### src/rtl/irq_poll_pkg.sv
package irq_poll_pkg;
  // control / command byte bit positions
  localparam int CW_TAG_BIT  = 3;  // 1: control word, 0: command
  localparam int CW_POLL_BIT = 2;  // arm poll
  localparam int CW_LOAD_BIT = 1;  // update readback selection
  localparam int CW_SEL_BIT  = 0;  // readback selection value
  localparam int EOI_BIT     = 5;  // non-specific end of interrupt
  localparam int PB_FLAG_BIT = 7;  // poll byte pending flag
  localparam int BUS_W       = 8;

  typedef enum logic {SEL_PEND = 1'b0, SEL_SERV = 1'b1} rb_sel_e;
endpackage

### src/rtl/req_sync.sv
module req_sync #(
  parameter int WIDTH  = 8,
  parameter int STAGES = 2
) (
  input  logic             clk,
  input  logic             rst_n,
  input  logic [WIDTH-1:0] d,
  output logic [WIDTH-1:0] q
);
  logic [WIDTH-1:0] stg_q [STAGES];
  logic [WIDTH-1:0] stg_d [STAGES];

  always_comb begin
    stg_d[0] = d;
    for (int s = 1; s < STAGES; s++) stg_d[s] = stg_q[s-1];
  end

  generate
    for (genvar g = 0; g < STAGES; g++) begin : g_stage
      always_ff @(posedge clk or negedge rst_n) begin
        if (!rst_n) stg_q[g] <= '0;
        else        stg_q[g] <= stg_d[g];
      end
    end
  endgenerate

  assign q = stg_q[STAGES-1];
endmodule

### src/rtl/prio_pick.sv
module prio_pick #(
  parameter int N  = 8,
  localparam int LW = $clog2(N)
) (
  input  logic [N-1:0]  vec,
  output logic          any,
  output logic [LW-1:0] idx,
  output logic [N-1:0]  onehot
);
  // lowest index wins
  always_comb begin
    idx    = '0;
    onehot = '0;
    for (int i = N-1; i >= 0; i--) begin
      if (vec[i]) begin
        idx    = LW'(i);
        onehot = '0;
        onehot[i] = 1'b1;
      end
    end
    any = |vec;
  end
endmodule

### src/rtl/irq_poll_ctrl.sv
module irq_poll_ctrl
  import irq_poll_pkg::*;
#(
  parameter int N_IRQ = 8,
  parameter int SYNC_STAGES = 2
) (
  input  logic             clk,
  input  logic             rst_n,
  input  logic [N_IRQ-1:0] irq_in,
  input  logic             int_ack,
  input  logic             bus_sel,
  input  logic             bus_wr,
  input  logic             bus_rd,
  input  logic [1:0]       bus_addr,
  input  logic [BUS_W-1:0] bus_wdata,
  output logic [BUS_W-1:0] bus_rdata,
  output logic             int_out
);
  localparam int LVL_W = $clog2(N_IRQ);

  logic             rst_ns;
  logic [N_IRQ-1:0] irq_s;
  logic [N_IRQ-1:0] irr_q, irr_d, isr_q, isr_d;
  rb_sel_e          sel_q, sel_d;
  logic             poll_q, poll_d;
  logic             irr_any, isr_any;
  logic [LVL_W-1:0] req_idx, isr_idx;
  logic [N_IRQ-1:0] req_oh, isr_oh;
  logic             svc, cmd_wr, ctl_wr, eoi_wr, host_rd, poll_rd, ack_fire;
  logic [N_IRQ-1:0] ack_mask, eoi_mask;
  logic [BUS_W-1:0] poll_byte;

  // reset release synchronizer
  req_sync #(.WIDTH(1), .STAGES(2)) u_rst_sync (
    .clk(clk), .rst_n(rst_n), .d(1'b1), .q(rst_ns));

  req_sync #(.WIDTH(N_IRQ), .STAGES(SYNC_STAGES)) u_req_sync (
    .clk(clk), .rst_n(rst_ns), .d(irq_in), .q(irq_s));

  prio_pick #(.N(N_IRQ)) u_pend_pick (
    .vec(irr_q), .any(irr_any), .idx(req_idx), .onehot(req_oh));

  prio_pick #(.N(N_IRQ)) u_serv_pick (
    .vec(isr_q), .any(isr_any), .idx(isr_idx), .onehot(isr_oh));

  always_comb begin
    svc      = irr_any && (!isr_any || (req_idx < isr_idx));
    cmd_wr   = bus_sel && bus_wr && (bus_addr == 2'd0);
    ctl_wr   = cmd_wr && bus_wdata[CW_TAG_BIT];
    eoi_wr   = cmd_wr && !bus_wdata[CW_TAG_BIT] && bus_wdata[EOI_BIT];
    host_rd  = bus_sel && bus_rd;
    poll_rd  = host_rd && poll_q;
    ack_fire = (int_ack || poll_rd) && svc;
    ack_mask = ack_fire ? req_oh : '0;
    eoi_mask = eoi_wr ? isr_oh : '0;

    irr_d = (irr_q | irq_s) & ~ack_mask;
    isr_d = (isr_q | ack_mask) & ~eoi_mask;

    poll_d = poll_q;
    if (ctl_wr)       poll_d = bus_wdata[CW_POLL_BIT];
    else if (poll_rd) poll_d = 1'b0;

    sel_d = sel_q;
    if (ctl_wr && bus_wdata[CW_LOAD_BIT])
      sel_d = bus_wdata[CW_SEL_BIT] ? SEL_SERV : SEL_PEND;

    poll_byte = '0;
    poll_byte[PB_FLAG_BIT] = svc;
    if (svc) poll_byte[LVL_W-1:0] = req_idx;

    bus_rdata = '0;
    if (host_rd) begin
      if (poll_q)                bus_rdata = poll_byte;
      else if (sel_q == SEL_SERV) bus_rdata = BUS_W'(isr_q);
      else                        bus_rdata = BUS_W'(irr_q);
    end
  end

  always_ff @(posedge clk or negedge rst_ns) begin
    if (!rst_ns) begin
      irr_q  <= '0;
      isr_q  <= '0;
      sel_q  <= SEL_PEND;
      poll_q <= 1'b0;
    end else begin
      irr_q  <= irr_d;
      isr_q  <= isr_d;
      sel_q  <= sel_d;
      poll_q <= poll_d;
    end
  end

  assign int_out = svc;
endmodule

### config.mk
export PLATFORM = sky130hd
export DESIGN_NAME = irq_poll_ctrl
export DESIGN_NICKNAME = d
export VERILOG_FILES = /design/src/rtl/irq_poll_pkg.sv /design/src/rtl/req_sync.sv /design/src/rtl/prio_pick.sv /design/src/rtl/irq_poll_ctrl.sv
export SDC_FILE = /design/constraint.sdc
export NUM_CORES = 1
export LEC_CHECK = 0
export BUFFER_PORTS_ARGS = -buffer_cell sky130_fd_sc_hd__buf_4
export CAP_MARGIN = 30
export CORE_ASPECT_RATIO = 1.5
export CORE_MARGIN = 3
export CORE_UTILIZATION = 44
export CTS_CLUSTER_DIAMETER = 80
export DETAILED_ROUTE_END_ITERATION = 12
export PLACE_DENSITY = 0.66
export REMOVE_ABC_BUFFERS = 1
export SYNTH_ARGS = -nofsm -noshare
export SYNTH_HDL_FRONTEND = slang
export SYNTH_SLANG_ARGS = --single-unit
### constraint.sdc
create_clock -name clk -period 4.4 [get_ports clk]
set_input_delay 0.88 -clock clk [delete_from_list [all_inputs] [get_ports clk]]
set_output_delay 0.88 -clock clk [all_outputs]
set_load 0.05 [all_outputs]
==> impl_results.md, run 1 <==
- Outcome: finished, final reports clean
- Worst r2r dst: isr_q[1]$_DFF_PN0_
- CTS Root Buffer Type: clkbuf_8
- Global-route wire length before repair: 6.15 mm
- Least-Margin Pin Slew: 0.571 ns
- Final WL: 3.57 mm
- Worst R2R Setup Slack: 1.76 ns
- Cell Area, Synth: 0.00176 mm^2
- Io pins: 33
- Mean Syn Cell Area: 10.4 um^2
- Worst-Skew Late Latency: 0.28 ns
- H-tree Lvls: 2
- Count leader, synth: dfrtp_1
- Maximum vdd drop: 0.381 mV
- Post-synthesis sequential area ratio: 51.1%
- DRC viols: 0
- Final #Nets: 221
- Area occupied by multi-input gates: 754 um^2
- GRT Overall Usage: 16.6%
- DR vias/cell: 5.62
- Slew Limit Headroom: 61.6%
- Post-synth EDFFs: 0
- CP Class: reg -> out
- Critical Path End Type: output pin
- Synth top cells by count: dfrtp_1 (36), nor2_1 (17), nand2_1 (14)
- Initial antenna violation count: 0
- Die width: 57.7 um
- Congestion Overflow GR: 0
- Detail Route Antenna Nets: 0
- Pleak: 0.915 nW
- Post-synthesis register bit count: 36
- Final period util: 82.7%
- RSZ-0062 raised after global routing: false
- Internal Pwr Total: 582 uW
- Clock share of power: 26.0%
- CTS max path bufs: 2
- Total power: 891 uW
- Cell taking the most area after synthesis: dfrtp_1
- Drt first-iter violations: 54
- Most frequent CP cell: a21oi_1
- Max Freq: 275 MHz
- Slew Viols, Final: 0
- Synth area leaders: dfrtp_1 (51%), mux2i_1 (4.5%), nor2_1 (3.6%), nand2_1 (3.0%), o31ai_2 (2.8%)
- Share of Yosys cell area claimed by the top area cell type: 51.1%
- CP max stage cell: dfrtp_1
- # fillers: 350
- N_diodes: 0
- Min Hold Slack: 0.210 ns
- Worst-path maximum fanout: 10
- PD cells: 431 mW/mm^2
- Max_cap viols: 0
- Reg power frac: 46.9%
- CTS hold repair buffers: 0
- TNS Setup: 0 ns
- Area Growth Syn to Fin: 17.5%
- Period minus WS final: 3.64 ns
- Largest net degree at the start of global routing: 23
- Post-DP HPWL: 2.73 mm
- Comb power frac: 27.1%
- Post-CTS Resized: 0
- Async S/R FF share, synth: 100%
- R2R depth: 8
- Num rows: 27
- Hold Path Class: reg -> async
- Core Area: 0.00375 mm^2
- Register area: 901 um^2
- YS warnings: 0
- Clock slew seen by the registers of the worst setup and hold paths: 0.07 ns
- CP Buf/Inv Count: 2
- Routability cong.: 0.873
- Cells after Synth: 169
- Element type at the critical path start: flop
- Switch share: 34.7%
- Setup violators final: 0
- Req. time, crit path: 3.52 ns
- Critical Path AT: 2.76 ns
- Initial Util: 47.0%
- Crit-path leading delay family: compound AO/OA/AOI/OAI gates
- Routed WL per cell: 14.9 um
- Pre-Repair DR Iteration Count: 4
- Layout cells sized above 1: 25.5%
- Via count: 1,344
- RR Startpoint: isr_q[0]$_DFF_PN0_
- Top_reg_cell synth: dfrtp_1
- Final Skew: 0.00809 ns
- TritonCTS clock tree: yes
- Die Footprint: 0.00481 mm^2
- I/O Buffers: 29
- Vias in the first global route: 1,378
- Net Switching: 309 uW
- Worst stage delay on the critical path: 0.52 ns
- Die H: 83.5 um
- Clock sink total: 36
- CTS buffer count: 5
- Post-CTS Setup Inserts: 0
- Worst-path cell chain: nor4_4, o41ai_1, ha_1, a21oi_1, inv_1, a21oi_1, o21ai_1, o22ai_1, buf_4
- Final hold violation count: 0
- Distinct cells, synth: 42
-- worst register-to-register path: stages (launching register included) --
cell,delay (ns)
dfrtp_1,0.52
nor4_4,0.40
o41ai_1,0.15
ha_1,0.33
a21oi_1,0.26
inv_1,0.10
a22o_1,0.26
o21bai_4,0.26
o41ai_1,0.26
-- how the worst max path moves through the flow --
stage,to,slack (ns),depth (start not counted),start
final,bus_rdata[1],0.76,9,isr_q[0]$_DFF_PN0_
after floorplan,bus_rdata[7],0.76,9,irr_q[0]$_DFF_PN0_
after global placement,bus_rdata[2],1.14,9,isr_q[0]$_DFF_PN0_
after CTS,bus_rdata[7],0.77,9,isr_q[0]$_DFF_PN0_
after detailed placement,bus_rdata[7],1.10,11,irr_q[0]$_DFF_PN0_
after global routing,bus_rdata[1],0.49,9,isr_q[0]$_DFF_PN0_
-- power groups by stage --
stage | clock (mW) | sequential, mW | combinational [mW]
finish | 0.232 | 0.418 | 0.241
global route | 0.261 | 0.423 | 0.261
floorplan | 0 | 0.412 | 0.178
global placement | 0 | 0.421 | 0.236
CTS | 0.245 | 0.417 | 0.243
detailed placement | 0 | 0.423 | 0.242
-- final cells by class --
cell class / count / share of cell area, %
clock buffer: 8 / 4.35
inverter: 10 / 1.81
multi-input combinational: 111 / 36.5
sequential: 36 / 43.5
tap: 43 / 2.60
timing repair buffer: 31 / 11.2
-- flip-flops by register name, summed over array words and instances, names as in the netlist --
register and count:
u_rst_sync.q 1, sel_q 1, isr_q 8, poll_q 1, u_req_sync.q 8, irr_q 8, u_rst_sync.stg_d 1, u_req_sync.stg_d 8
-- per-stage QoR --
step | utilization (%) | instance area (um^2) | setup slack [ns] | instances
2_1_floorplan | - | 1690 | 0.756 | 157
3_3_place_gp | 52.8 | 1980 | 1.14 | 231
3_5_place_dp | 52.8 | 1980 | 1.10 | 231
4_1_cts | 55.2 | 2070 | 0.769 | 239
5_1_grt | 55.2 | 2070 | 0.492 | 239
6_report | 55.2 | 2070 | 0.760 | 239
-- layer usage --
layer  up-vias  global-route usage, %  wire length, um
li1        656                      -                -
met5         -                      0                0
met4         0                   8.23               63
met1       651                   18.8             1390
met2        31                   28.2             1980
met3         6                   4.18              141
-- placed cells by master (no fill, tap or decap), drive strengths merged --
| master | n |
|---|---|
| o21a | 1 |
| nor2 | 17 |
| inv | 10 |
| nor4 | 3 |
| nand2 | 14 |
| a31oi | 2 |
| o22a | 4 |
| conb | 1 |
| a21oi | 5 |
| or2 | 1 |
| o21bai | 1 |
| nand4 | 1 |
| o211ai | 1 |
| buf | 31 |
| ha | 2 |
| o22ai | 3 |
| o221a | 1 |
| dfrtp | 36 |
| nor2b | 2 |
| nor3 | 4 |
| o31ai | 9 |
| or4 | 1 |
| nand3b | 2 |
| mux2i | 8 |
| a2111oi | 1 |
| mux2 | 1 |
| a22oi | 1 |
| a41oi | 1 |
| nand3 | 8 |
| nand4b | 1 |
| nand2b | 2 |
| o21ba | 1 |
| clkbuf | 8 |
| a22o | 1 |
| o41ai | 4 |
| o21ai | 7 |
-- logic make-up after synthesis --
logic type | synth area share [%]
simple gates | 16.5
compound gates | 19.5
flops | 51.1
buf+inv | 6.04
mux | 5.18
fa+ha+maj | 1.42
other cells | 0.213
Note: power is estimated with default switching activity, not from simulation.
==> inputs of run 2 (changes only) <==
clock period = 3.8 ns   (was 4.4 ns; I/O delays follow)
==> impl_results.md, run 2 (synthesis results as in run 1) <==
- Outcome: finished, final reports clean
- I/O Buffers: 29
- Worst-path maximum fanout: 10
- Area Growth Syn to Fin: 17.5%
- Final period util: 91.7%
- Clock share of power: 26.2%
- Critical Path End Type: output pin
- Core Area: 0.00375 mm^2
- Die H: 83.5 um
- Detail Route Antenna Nets: 0
- Switch share: 34.8%
- Reg power frac: 46.7%
- Least-Margin Pin Slew: 0.512 ns
- Crit-path leading delay family: compound AO/OA/AOI/OAI gates
- Initial Util: 47.0%
- Internal Pwr Total: 674 uW
- Largest net degree at the start of global routing: 23
- Critical Path AT: 2.73 ns
- Routed WL per cell: 15.2 um
- DP Area: 0.00198 mm^2
- Final Skew: 0.00440 ns
- TNS Setup: 0 ns
- Pre-CTS setup slack: 0.617 ns
- Worst-path cell chain: nor4_4, o41ai_1, ha_1, a21oi_1, inv_1, a21oi_1, o21ai_1, o22ai_1, buf_4
- Vias in the first global route: 1,451
- Max_cap viols: 0
- Dpl cells: 231
- Worst-Skew Late Latency: 0.28 ns
- Post-CTS Resized: 0
- Commonest non-fill, non-tap cells in the layout: dfrtp_1 (36), buf_4 (31), nor2_1 (17)
- Slew Limit Headroom: 65.8%
- Congestion Overflow GR: 0
- CP Buf/Inv Count: 2
- Io pins: 33
- Setup violators final: 0
- Maximum vdd drop: 0.321 mV
- Clock sink total: 36
- Final WL: 3.63 mm
- Die Footprint: 0.00481 mm^2
- Commonest non-fill, non-tap cell in the layout: dfrtp_1
- Period minus WS final: 3.49 ns
- Total power: 1.03 mW
- CTS buffer count: 5
- CTS Root Buffer Type: clkbuf_8
- Min Hold Slack: 0.205 ns
- CTS max path bufs: 2
- H-tree Lvls: 2
- Routability cong.: 0.875
- Via count: 1,373
- Net Switching: 360 uW
- CP Class: reg -> out
- DRC viols: 0
- Layout cells sized above 1: 25.5%
- Pleak: 0.915 nW
- Hold Path Class: reg -> async
- TritonCTS clock tree: yes
- RSZ-0062 raised after global routing: false
- Final hold violation count: 0
- Final #Nets: 221
- Initial antenna violation count: 0
- Element type at the critical path start: flop
- Worst stage delay on the critical path: 0.52 ns
- Final Util: 55.2%
- Post-CTS Setup Inserts: 0
- Cell area after layout: 0.00207 mm^2
- PD cells: 499 mW/mm^2
- Global-route wire length before repair: 6.37 mm
- CP max stage cell: dfrtp_1
- Num rows: 27
- Pre-Repair DR Iteration Count: 4
- Final Worst Setup Slack: 0.315 ns
- Max Freq: 287 MHz
- Final Non-Filler Cells: 239
- Die width: 57.7 um
- Comb power frac: 27.1%
- Drt first-iter violations: 25
- GRT Overall Usage: 16.7%
- Req. time, crit path: 3.04 ns
- N_diodes: 0
- Most frequent CP cell: a21oi_1
- Clock slew seen by the registers of the worst setup and hold paths: 0.07 ns
- Post-DP HPWL: 2.81 mm
- DR vias/cell: 5.74
- CTS hold repair buffers: 0
- Slew Viols, Final: 0
[run 2: cell counts in the layout (fill, tap and decap cells not counted)]
Identical to the previous run, type by type.
[run 2: area by class of cell]
cell class | instances | area, um^2
tap | 43 | 53.8
multi-input combinational | 111 | 754
clock buffer | 8 | 90.1
inverter | 10 | 37.5
fill | 340 | 1680
sequential | 36 | 901
timing repair buffer | 31 | 233
[run 2: routing by layer]
layer | track usage [%] | part of all wire [%] | up-vias | wire length, um
met5 | 0 | 0 | - | 0
met4 | 8.44 | 2.4 | 0 | 86
met3 | 4.49 | 4.8 | 11 | 173
met2 | 28.4 | 56 | 34 | 2030
met1 | 18.5 | 37 | 670 | 1350
li1 | - | - | 658 | -
[run 2: worst paths after layout]
path,cells after the start,slack (ns),to,from
hold reg to reg,0,0.20,u_req_sync.q[2]$_DFF_PN0_,u_rst_sync.q$_DFF_PN0_
setup / recovery,9,0.31,bus_rdata[1],isr_q[0]$_DFF_PN0_
hold / removal,0,0.20,u_req_sync.q[2]$_DFF_PN0_,u_rst_sync.q$_DFF_PN0_
min in group clk,0,0.35,u_req_sync.q[2]$_DFF_PN0_,u_req_sync.stg_d[2]$_DFF_PN0_
max in group asynchronous,1,2.93,isr_q[7]$_DFF_PN0_,u_rst_sync.q$_DFF_PN0_
setup reg to reg,8,1.16,isr_q[1]$_DFF_PN0_,isr_q[0]$_DFF_PN0_
[run 2: power groups by stage]
stage	logic (mW)	clock network (mW)	registers (mW)
final	0.280	0.271	0.482
after global placement	0.273	0	0.487
after global routing	0.303	0.301	0.490
after floorplan	0.206	0	0.477
after CTS	0.282	0.280	0.482
after detailed placement	0.281	0	0.490
